File: src/rtl/dac_ctrl_pkg.sv
package dac_ctrl_pkg;
  localparam int NUM_PINS = 3;

  typedef enum int unsigned {
    PIN_LDAC = 0,
    PIN_CLR  = 1,
    PIN_RST  = 2
  } pin_idx_e;
endpackage

File: src/rtl/pin_sync.sv
module pin_sync #(
  parameter int WIDTH  = 3,
  parameter int STAGES = 2
) (
  input  logic             clk,
  input  logic             rst_n,
  input  logic [WIDTH-1:0] pin_n,
  output logic [WIDTH-1:0] lvl,
  output logic [WIDTH-1:0] rise,
  output logic [WIDTH-1:0] fall
);
  localparam int CHAIN = STAGES + 1;

  for (genvar g = 0; g < WIDTH; g++) begin : g_pin
    logic [CHAIN-1:0] chain_q;
    logic [CHAIN-1:0] chain_d;

    always_comb begin
      chain_d = {chain_q[CHAIN-2:0], pin_n[g]};
    end

    always_ff @(posedge clk or negedge rst_n) begin
      if (!rst_n) chain_q <= '1;
      else        chain_q <= chain_d;
    end

    // The last stage holds the previous synchronized value.
    assign lvl[g]  = chain_q[STAGES-1];
    assign rise[g] = chain_q[STAGES-1] & ~chain_q[STAGES];
    assign fall[g] = ~chain_q[STAGES-1] & chain_q[STAGES];
  end
endmodule

File: src/rtl/code_regs.sv
module code_regs #(
  parameter int CODE_W = 20
) (
  input  logic              clk,
  input  logic              rst_n,
  input  logic              kill,
  input  logic              load_clr,
  input  logic              dac_wr,
  input  logic [CODE_W-1:0] dac_data,
  input  logic              cc_wr,
  input  logic [CODE_W-1:0] cc_data,
  output logic [CODE_W-1:0] dac_q,
  output logic [CODE_W-1:0] cc_q
);
  logic [CODE_W-1:0] dac_d, cc_d;
  logic              dac_en, cc_en;

  always_comb begin
    dac_en = kill | load_clr | dac_wr;
    cc_en  = kill | cc_wr;
    if (kill)          dac_d = '0;
    else if (load_clr) dac_d = cc_q;
    else               dac_d = dac_data;
    cc_d = kill ? '0 : cc_data;
  end

  always_ff @(posedge clk or negedge rst_n) begin
    if (!rst_n) begin
      dac_q <= '0;
      cc_q  <= '0;
    end else begin
      if (dac_en) dac_q <= dac_d;
      if (cc_en)  cc_q  <= cc_d;
    end
  end

  assert_kill_clears_R10: assert property (@(posedge clk) disable iff (!rst_n)
    kill |=> (dac_q == '0 && cc_q == '0));
endmodule

File: src/rtl/out_select.sv
module out_select #(
  parameter int CODE_W = 20
) (
  input  logic              clk,
  input  logic              rst_n,
  input  logic              kill,
  input  logic              load_clr,
  input  logic              apply_dac,
  input  logic [CODE_W-1:0] dac_q,
  input  logic [CODE_W-1:0] cc_q,
  output logic [CODE_W-1:0] out_q
);
  logic [CODE_W-1:0] out_d;
  logic              out_en;

  always_comb begin
    out_en = kill | load_clr | apply_dac;
    if (kill)          out_d = '0;
    else if (load_clr) out_d = cc_q;
    else               out_d = dac_q;
  end

  always_ff @(posedge clk or negedge rst_n) begin
    if (!rst_n)      out_q <= '0;
    else if (out_en) out_q <= out_d;
  end

  assert_hold_idle_R6: assert property (@(posedge clk) disable iff (!rst_n)
    (!kill && !load_clr && !apply_dac) |=> $stable(out_q));
endmodule

File: src/rtl/dac_update_ctrl.sv
module dac_update_ctrl
  import dac_ctrl_pkg::*;
#(
  parameter int CODE_W      = 20,
  parameter int SYNC_STAGES = 2
) (
  input  logic              clk,
  input  logic              rst_n,
  input  logic              ldac_n,
  input  logic              clr_n,
  input  logic              reset_n,
  input  logic              sw_ldac,
  input  logic              sw_clr,
  input  logic              sw_reset,
  input  logic              dac_wr,
  input  logic [CODE_W-1:0] dac_wr_data,
  input  logic              cc_wr,
  input  logic [CODE_W-1:0] cc_wr_data,
  output logic [CODE_W-1:0] out_code,
  output logic              reset_active
);
  // Reset: asserted asynchronously, released through two flops.
  logic [1:0] rst_pipe_q;
  logic       rst_sync_n;

  always_ff @(posedge clk or negedge rst_n) begin
    if (!rst_n) rst_pipe_q <= 2'b00;
    else        rst_pipe_q <= {rst_pipe_q[0], 1'b1};
  end
  assign rst_sync_n = rst_pipe_q[1];

  logic [NUM_PINS-1:0] pins_n, p_lvl, p_rise, p_fall;

  always_comb begin
    pins_n           = '1;
    pins_n[PIN_LDAC] = ldac_n;
    pins_n[PIN_CLR]  = clr_n;
    pins_n[PIN_RST]  = reset_n;
  end

  pin_sync #(.WIDTH(NUM_PINS), .STAGES(SYNC_STAGES)) u_sync (
    .clk   (clk),
    .rst_n (rst_sync_n),
    .pin_n (pins_n),
    .lvl   (p_lvl),
    .rise  (p_rise),
    .fall  (p_fall)
  );

  logic ldac_lvl, clr_lvl, rst_lvl, rst_rise;
  logic kill, load_clr, apply_dac;
  logic [CODE_W-1:0] dac_q, cc_q;

  assign ldac_lvl = p_lvl[PIN_LDAC];
  assign clr_lvl  = p_lvl[PIN_CLR];
  assign rst_lvl  = p_lvl[PIN_RST];
  assign rst_rise = p_rise[PIN_RST];

  // Control decode: reset dominates, the clear pin masks the software load,
  // and the load pin masks the software clear.
  always_comb begin
    kill      = ~rst_lvl | rst_rise | sw_reset;
    load_clr  = ~clr_lvl | (sw_clr & ldac_lvl);
    apply_dac = clr_lvl & (~ldac_lvl | p_fall[PIN_LDAC] | sw_ldac);
  end

  code_regs #(.CODE_W(CODE_W)) u_regs (
    .clk      (clk),
    .rst_n    (rst_sync_n),
    .kill     (kill),
    .load_clr (load_clr),
    .dac_wr   (dac_wr),
    .dac_data (dac_wr_data),
    .cc_wr    (cc_wr),
    .cc_data  (cc_wr_data),
    .dac_q    (dac_q),
    .cc_q     (cc_q)
  );

  out_select #(.CODE_W(CODE_W)) u_out (
    .clk       (clk),
    .rst_n     (rst_sync_n),
    .kill      (kill),
    .load_clr  (load_clr),
    .apply_dac (apply_dac),
    .dac_q     (dac_q),
    .cc_q      (cc_q),
    .out_q     (out_code)
  );

  assign reset_active = ~rst_lvl;

  assert_reset_quiet_R2: assert property (@(posedge clk) disable iff (!rst_sync_n)
    reset_active |=> (out_code == '0));

  assert_sw_reset_R10: assert property (@(posedge clk) disable iff (!rst_sync_n)
    sw_reset |=> (out_code == '0));

  assert_clr_level_R4: assert property (@(posedge clk) disable iff (!rst_sync_n)
    (!clr_lvl && !reset_active && !sw_reset) |=> (out_code == $past(cc_q)));

  assert_track_R5: assert property (@(posedge clk) disable iff (!rst_sync_n)
    (clr_lvl && !ldac_lvl && !reset_active && !sw_reset) |=> (out_code == $past(dac_q)));

  assert_rise_defaults_R3: assert property (@(posedge clk) disable iff (!rst_sync_n)
    rst_rise |=> (out_code == '0 && !reset_active));
endmodule

File: config.mk
export PLATFORM = sky130hd
export DESIGN_NAME = dac_update_ctrl
export DESIGN_NICKNAME = d
export VERILOG_FILES = /design/src/rtl/dac_ctrl_pkg.sv /design/src/rtl/pin_sync.sv /design/src/rtl/code_regs.sv /design/src/rtl/out_select.sv /design/src/rtl/dac_update_ctrl.sv
export SDC_FILE = /design/constraint.sdc
export NUM_CORES = 1
export LEC_CHECK = 0
export BUFFER_PORTS_ARGS = -buffer_cell sky130_fd_sc_hd__clkbuf_2
export CORE_MARGIN = 2
export CORE_UTILIZATION = 50
export DETAILED_ROUTE_END_ITERATION = 12
export GPL_TIMING_DRIVEN = 0
export PLACE_DENSITY = 0.85
export SYNTH_ARGS = -nofsm -noshare
export SYNTH_HDL_FRONTEND = slang
export SYNTH_SLANG_ARGS = --single-unit
File: constraint.sdc
create_clock -name clk -period 3.2 [get_ports clk]
set_input_delay 0 -clock clk [delete_from_list [all_inputs] [get_ports clk]]
set_output_delay 0 -clock clk [all_outputs]
set_load 0.03 [all_outputs]
# After elaboration in Yosys (flattened, before gate mapping)

Cells that the tools add are included.

Bitwise gates (word level): 17
Mux-type cells: 5

Operators by type and width:

| cell               | number |
|---|---|
| two-way mux 20 bit | 5 |
| bitwise OR 1 bit   | 9 |
| bitwise AND 1 bit  | 4 |
| inverter 1 bit     | 4 |

Register bits after elaboration: 70
Logic and storage cells: 29
Input bits: 50

# Longest topological paths before layout

Depth after elaboration: 6
Depth in mapped cells: 4

# By module

A second synthesis with hierarchy kept.

Cell total of the unflattened synthesis: 269
Area, all modules: 3434.5 um2

Modules (own cells, without submodules):

| module          | times used | area an instance (um2) | seq. area each (um2) | cells each |
|---|---|---|---|---|
| code_regs       | 1          | 1928.1                 | 1001.0               | 153 |
| out_select      | 1          | 1127.3                 | 500.5                | 89 |
| pin_sync        | 1          | 296.5                  | 236.5                | 18 |
| dac_update_ctrl | 1          | 82.6                   | 50.0                 | 9 |

# Worst setup path before layout

OpenSTA, ideal clock, no wires.

Path kind: register to register
Start point: register u_sync.g_pin[1].chain_q[1]
End point: register u_out.out_q[0]
Cell stages (with the launch flop): 5
Required time: 3.118 ns
Library setup time: 0.082 ns
Path buffers: 1
Arrival time: 1.071 ns
Setup slack: 2.047 ns
Cell sequence: dfstp_2 > a21boi_2 > buf_4 > o21ai_1 > a31oi_1

Longest elaborated chain between the ends: 4
Elaborated cells on any way between the ends: 7
Classes of those cells: 2 x mux; 5 x bitwise

RTL lines:

| what                                                          | RTL line                           | source |
|---|---|---|
| start, declared                                               | pin_sync.sv:15                     | `logic [CHAIN-1:0] chain_q;` |
| start signal, assigned                                        | pin_sync.sv:24                     | `else chain_q <= chain_d;` |
| inverter 1 bit                                                | n/a                                |  |
| bitwise OR 1 bit                                              | dac_update_ctrl.sv:63              | `load_clr = ~clr_lvl \| (sw_clr & ldac_lvl);` |
| two-way mux 20 bit / bitwise OR 1 bit (equally long branches) | out_select.sv:19, out_select.sv:17 |  |
| two-way mux 20 bit / bitwise OR 1 bit (equally long branches) | out_select.sv:18, out_select.sv:17 |  |
| end signal, assigned                                          | out_select.sv:25                   | `else if (out_en) out_q <= out_d;` |
| end, declared                                                 | out_select.sv:11                   | `output logic [CODE_W-1:0] out_q` |

Parallel ways exist; a longest one is shown, timed or not.
A chain may end at the register's enable or synchronous reset.

# Worst setup path after layout

Start point: register u_sync.g_pin[1].chain_q[1]
End point: register u_out.out_q[12]

Same word-level chain as after synthesis.

==> run metrics <==
status=finished, final reports clean; Placement Rows=27; sequence of cells on the critical path=a21boi_2 -> buf_4 -> o21ai_1 -> a31oi_1; number of detailed-route iterations in the first pass=5; clock-pin slew reported for the worst setup and hold paths after clock tree synthesis=0.07 ns; cell type with the highest aggregate area in the netlist=sky130_fd_sc_hd__dfrtp_1; via density per instance=5.28; Yosys reg bits=69; post-detailed-route DRC marker count=0; Layout fillers=389; transition time at the pin with the least slew margin=0.842 ns; area occupied by multi-input gates=995 um2; worst hold path type=primary input to register; worst path required time=3.45 ns; type of element launching the critical path=register; vias in the first global route=2408; power density cells=454 nW/um2; combined area of all synthesized cells=about 2800 um2; worst supply voltage drop on vdd=0.000332 V; CTS tree=yes; number of instances on the worst hold path=3; final clock period utilization by the worst path=42.8%; # H-tree levels=3; Min Hold Slack=0.122 ns; number of buffers on the longest clock path=2; final setup TNS=0 ns; pin count of the biggest net entering global routing=68; CP Capture Type=register; reg2reg path depth=4; Warnings, synthesis=0; WL/cell=15.7 um; slew margin rel.=43.9%; first-pass GRT wire length=11.7 mm; final worst path period need=1.37 ns; highest fanout seen on the critical path=10; setup repair after global routing missed its margin=no; cell family with most CP delay=compound AO/OA/AOI/OAI gates; Tot Pwr=between 0.0015 and 0.002 W; antenna-violating nets left=0; number of distinct library cells after synthesis=18; worst reg-to-reg setup slack=1.83 ns; half-perimeter wire length after placement=4.36 mm; number of setup violations in the final report=0; Clock Root Buffer=sky130_fd_sc_hd__clkbuf_8; port bufs=68; clock latency on the worst-skew pair=roughly 0.34 ns; Overall Global Routing Usage=between 20% and 30%; count of antenna diodes in the layout=0; Die Y=79.2 um; final clock skew=0.00578 ns; overall die width=between 70 and 80 um; drt first-iter violations=220; cell with the largest stage delay on the worst path=sky130_fd_sc_hd__dfstp_2; dominant cell by count in the synthesized netlist=sky130_fd_sc_hd__dfrtp_1; global placement routability congestion=between 0.8 and 0.9; kind of critical path=register to register; Data arrival, critical path=1.62 ns; effective utilization at floorplan=between 50% and 60%; Resize count post-CTS=0; per-instance average area after synthesis=11.1 um2; cells after synthesis=254; number of CTS-inserted buffers=9; Area growth syn-to-layout=37.6%; fmax=730 MHz; area share of the largest cell type after synthesis=between 50% and 60%; share of layout cells above drive strength 1=27.2%; number of enable flip-flop cells after synthesis=0; flip-flop cell with the highest count after synthesis=sky130_fd_sc_hd__dfrtp_1; Net count, final=428; top cells by area in the synthesized netlist=sky130_fd_sc_hd__dfrtp_1 (55%), sky130_fd_sc_hd__mux2i_1 (14%), sky130_fd_sc_hd__dfstp_2 (6.5%); Post-synth ARST share=between 90% and 100%; Core Box Area=5470 um2; total of max-cap violations=0; Detailed Route WL=7.15 mm; peak per-stage delay on the critical path=0.52 ns; worst r2r dst=u_out.out_q[12]; top post-synthesis cells by count=sky130_fd_sc_hd__dfrtp_1 (62), sky130_fd_sc_hd__mux2i_1 (40), sky130_fd_sc_hd__nand2_1 (40); number of ports placed on the die boundary=71; part of the Yosys area used for sequential elements=61.5%; reg-to-reg startpoint=u_sync.g_pin[1].chain_q[1]; total buffers and inverters traversed by the critical path=1; Seq. cell area=1740 um2; number of nets produced by synthesis=304; CTS sink count=69; hold path startpoint=cc_wr; Final Max Tran Viols=0; static leakage=just under 2 nW; Die Area=6260 um2; final-report hold violation count=0; number of antenna violations at the first check in global routing=0; total overflow reported by the global router=0; Min-Delay Endpoint=u_regs.cc_q[3]; via count=2399
## state kept, by name, indices dropped and copies added (netlist names)
signal	count
u_sync.g_pin.chain_q	7
u_regs.cc_q	20
u_regs.dac_q	20
rst_pipe_q	2
u_out.out_q	20
## layout by cell type (no fill, tap or decap), drive strengths merged
cell type | Yosys | routed
and3b | 1 | 1
dfstp | 7 | 7
clkinv | 0 | 1
conb | 1 | 1
dlygate4sd3 | 0 | 45
a31oi | 20 | 20
nor2b | 1 | 1
clkbuf | 4 | 86
nor2 | 20 | 20
a21oi | 20 | 20
mux2i | 40 | 40
nand2 | 40 | 40
nand3b | 1 | 1
a21boi | 1 | 1
inv | 1 | 1
dfrtp | 62 | 62
buf | 14 | 14
nand2b | 1 | 1
o21ai | 20 | 20
## how the worst max path moves through the flow
stage,from,endpoint,cells past startpoint
4_1_cts,u_sync.g_pin[1].chain_q[1],u_out.out_q[14],4
6_report,u_sync.g_pin[1].chain_q[1],u_out.out_q[12],4
2_1_floorplan,rst_pipe_q[1],u_out.out_q[0],0
5_1_grt,u_sync.g_pin[1].chain_q[1],u_out.out_q[10],4
3_5_place_dp,u_sync.g_pin[1].chain_q[1],u_out.out_q[14],4
3_3_place_gp,rst_pipe_q[1],u_out.out_q[6],0
## cell type report
cell class / instances / area share (%)
Sequential cell: 69 / 44.8
Multi-Input combinational cell: 166 / 25.6
Timing Repair Buffer: 113 / 20.3
Clock buffer: 14 / 4.44
Buffer: 18 / 2.32
Tap cell: 72 / 2.32
Clock inverter: 1 / 0.129
Inverter: 1 / 0.0966
## per-layer routing
metal	global-route usage (%)	part of all wire [%]
met1	32.3	43
met2	38.8	49
met3	5.34	4.9
met4	13.6	3.0
met5	0	0
## repair_timing
item                                    4_1_cts  5_1_grt
hold endpoints to repair                     45        0
hold buffers                                 45        0
setup buffers                                 0        0
endpoints found under the setup margin        0        0
## cells by family (layout without fill, tap and decap cells)
| logic type | count (synthesis) | count (layout) | synth area share (%) |
|---|---|---|---|
| compound gates | 61 | 61 | 11.9 |
| buf+inv | 19 | 147 | 3.32 |
| flops | 69 | 69 | 61.5 |
| mux | 40 | 40 | 14.2 |
| other cells | 1 | 1 | 0.133 |
| simple gates | 64 | 64 | 8.99 |
## metrics by stage
step                      setup slack [ns]  cells  cell area [um2]  util [%]
final                                 1.83    454             3890      71.0
after global routing                  1.72    454             3890      71.0
after CTS                             1.83    454             3890      71.0
after detailed placement              1.88    394             3260      59.5
after global placement               0.418    394             3250      59.5
after floorplan                       1.15    254             2820         -
## worst register-to-register path: cells and delay by family (launching register included)
kind | cells | cell delay, ns
AO/OA/AOI/OAI | 3 | 0.54
buffers and inverters | 1 | 0.22
flip-flops | 1 | 0.52
## power breakdown
group / switching, W / internal [W]
Clock: 0.000308 / 0.000340
Combinational: 0.0000959 / 0.0000978
Sequential: 0.0000266 / 0.000896
Note: power is estimated with default switching activity, not from simulation.
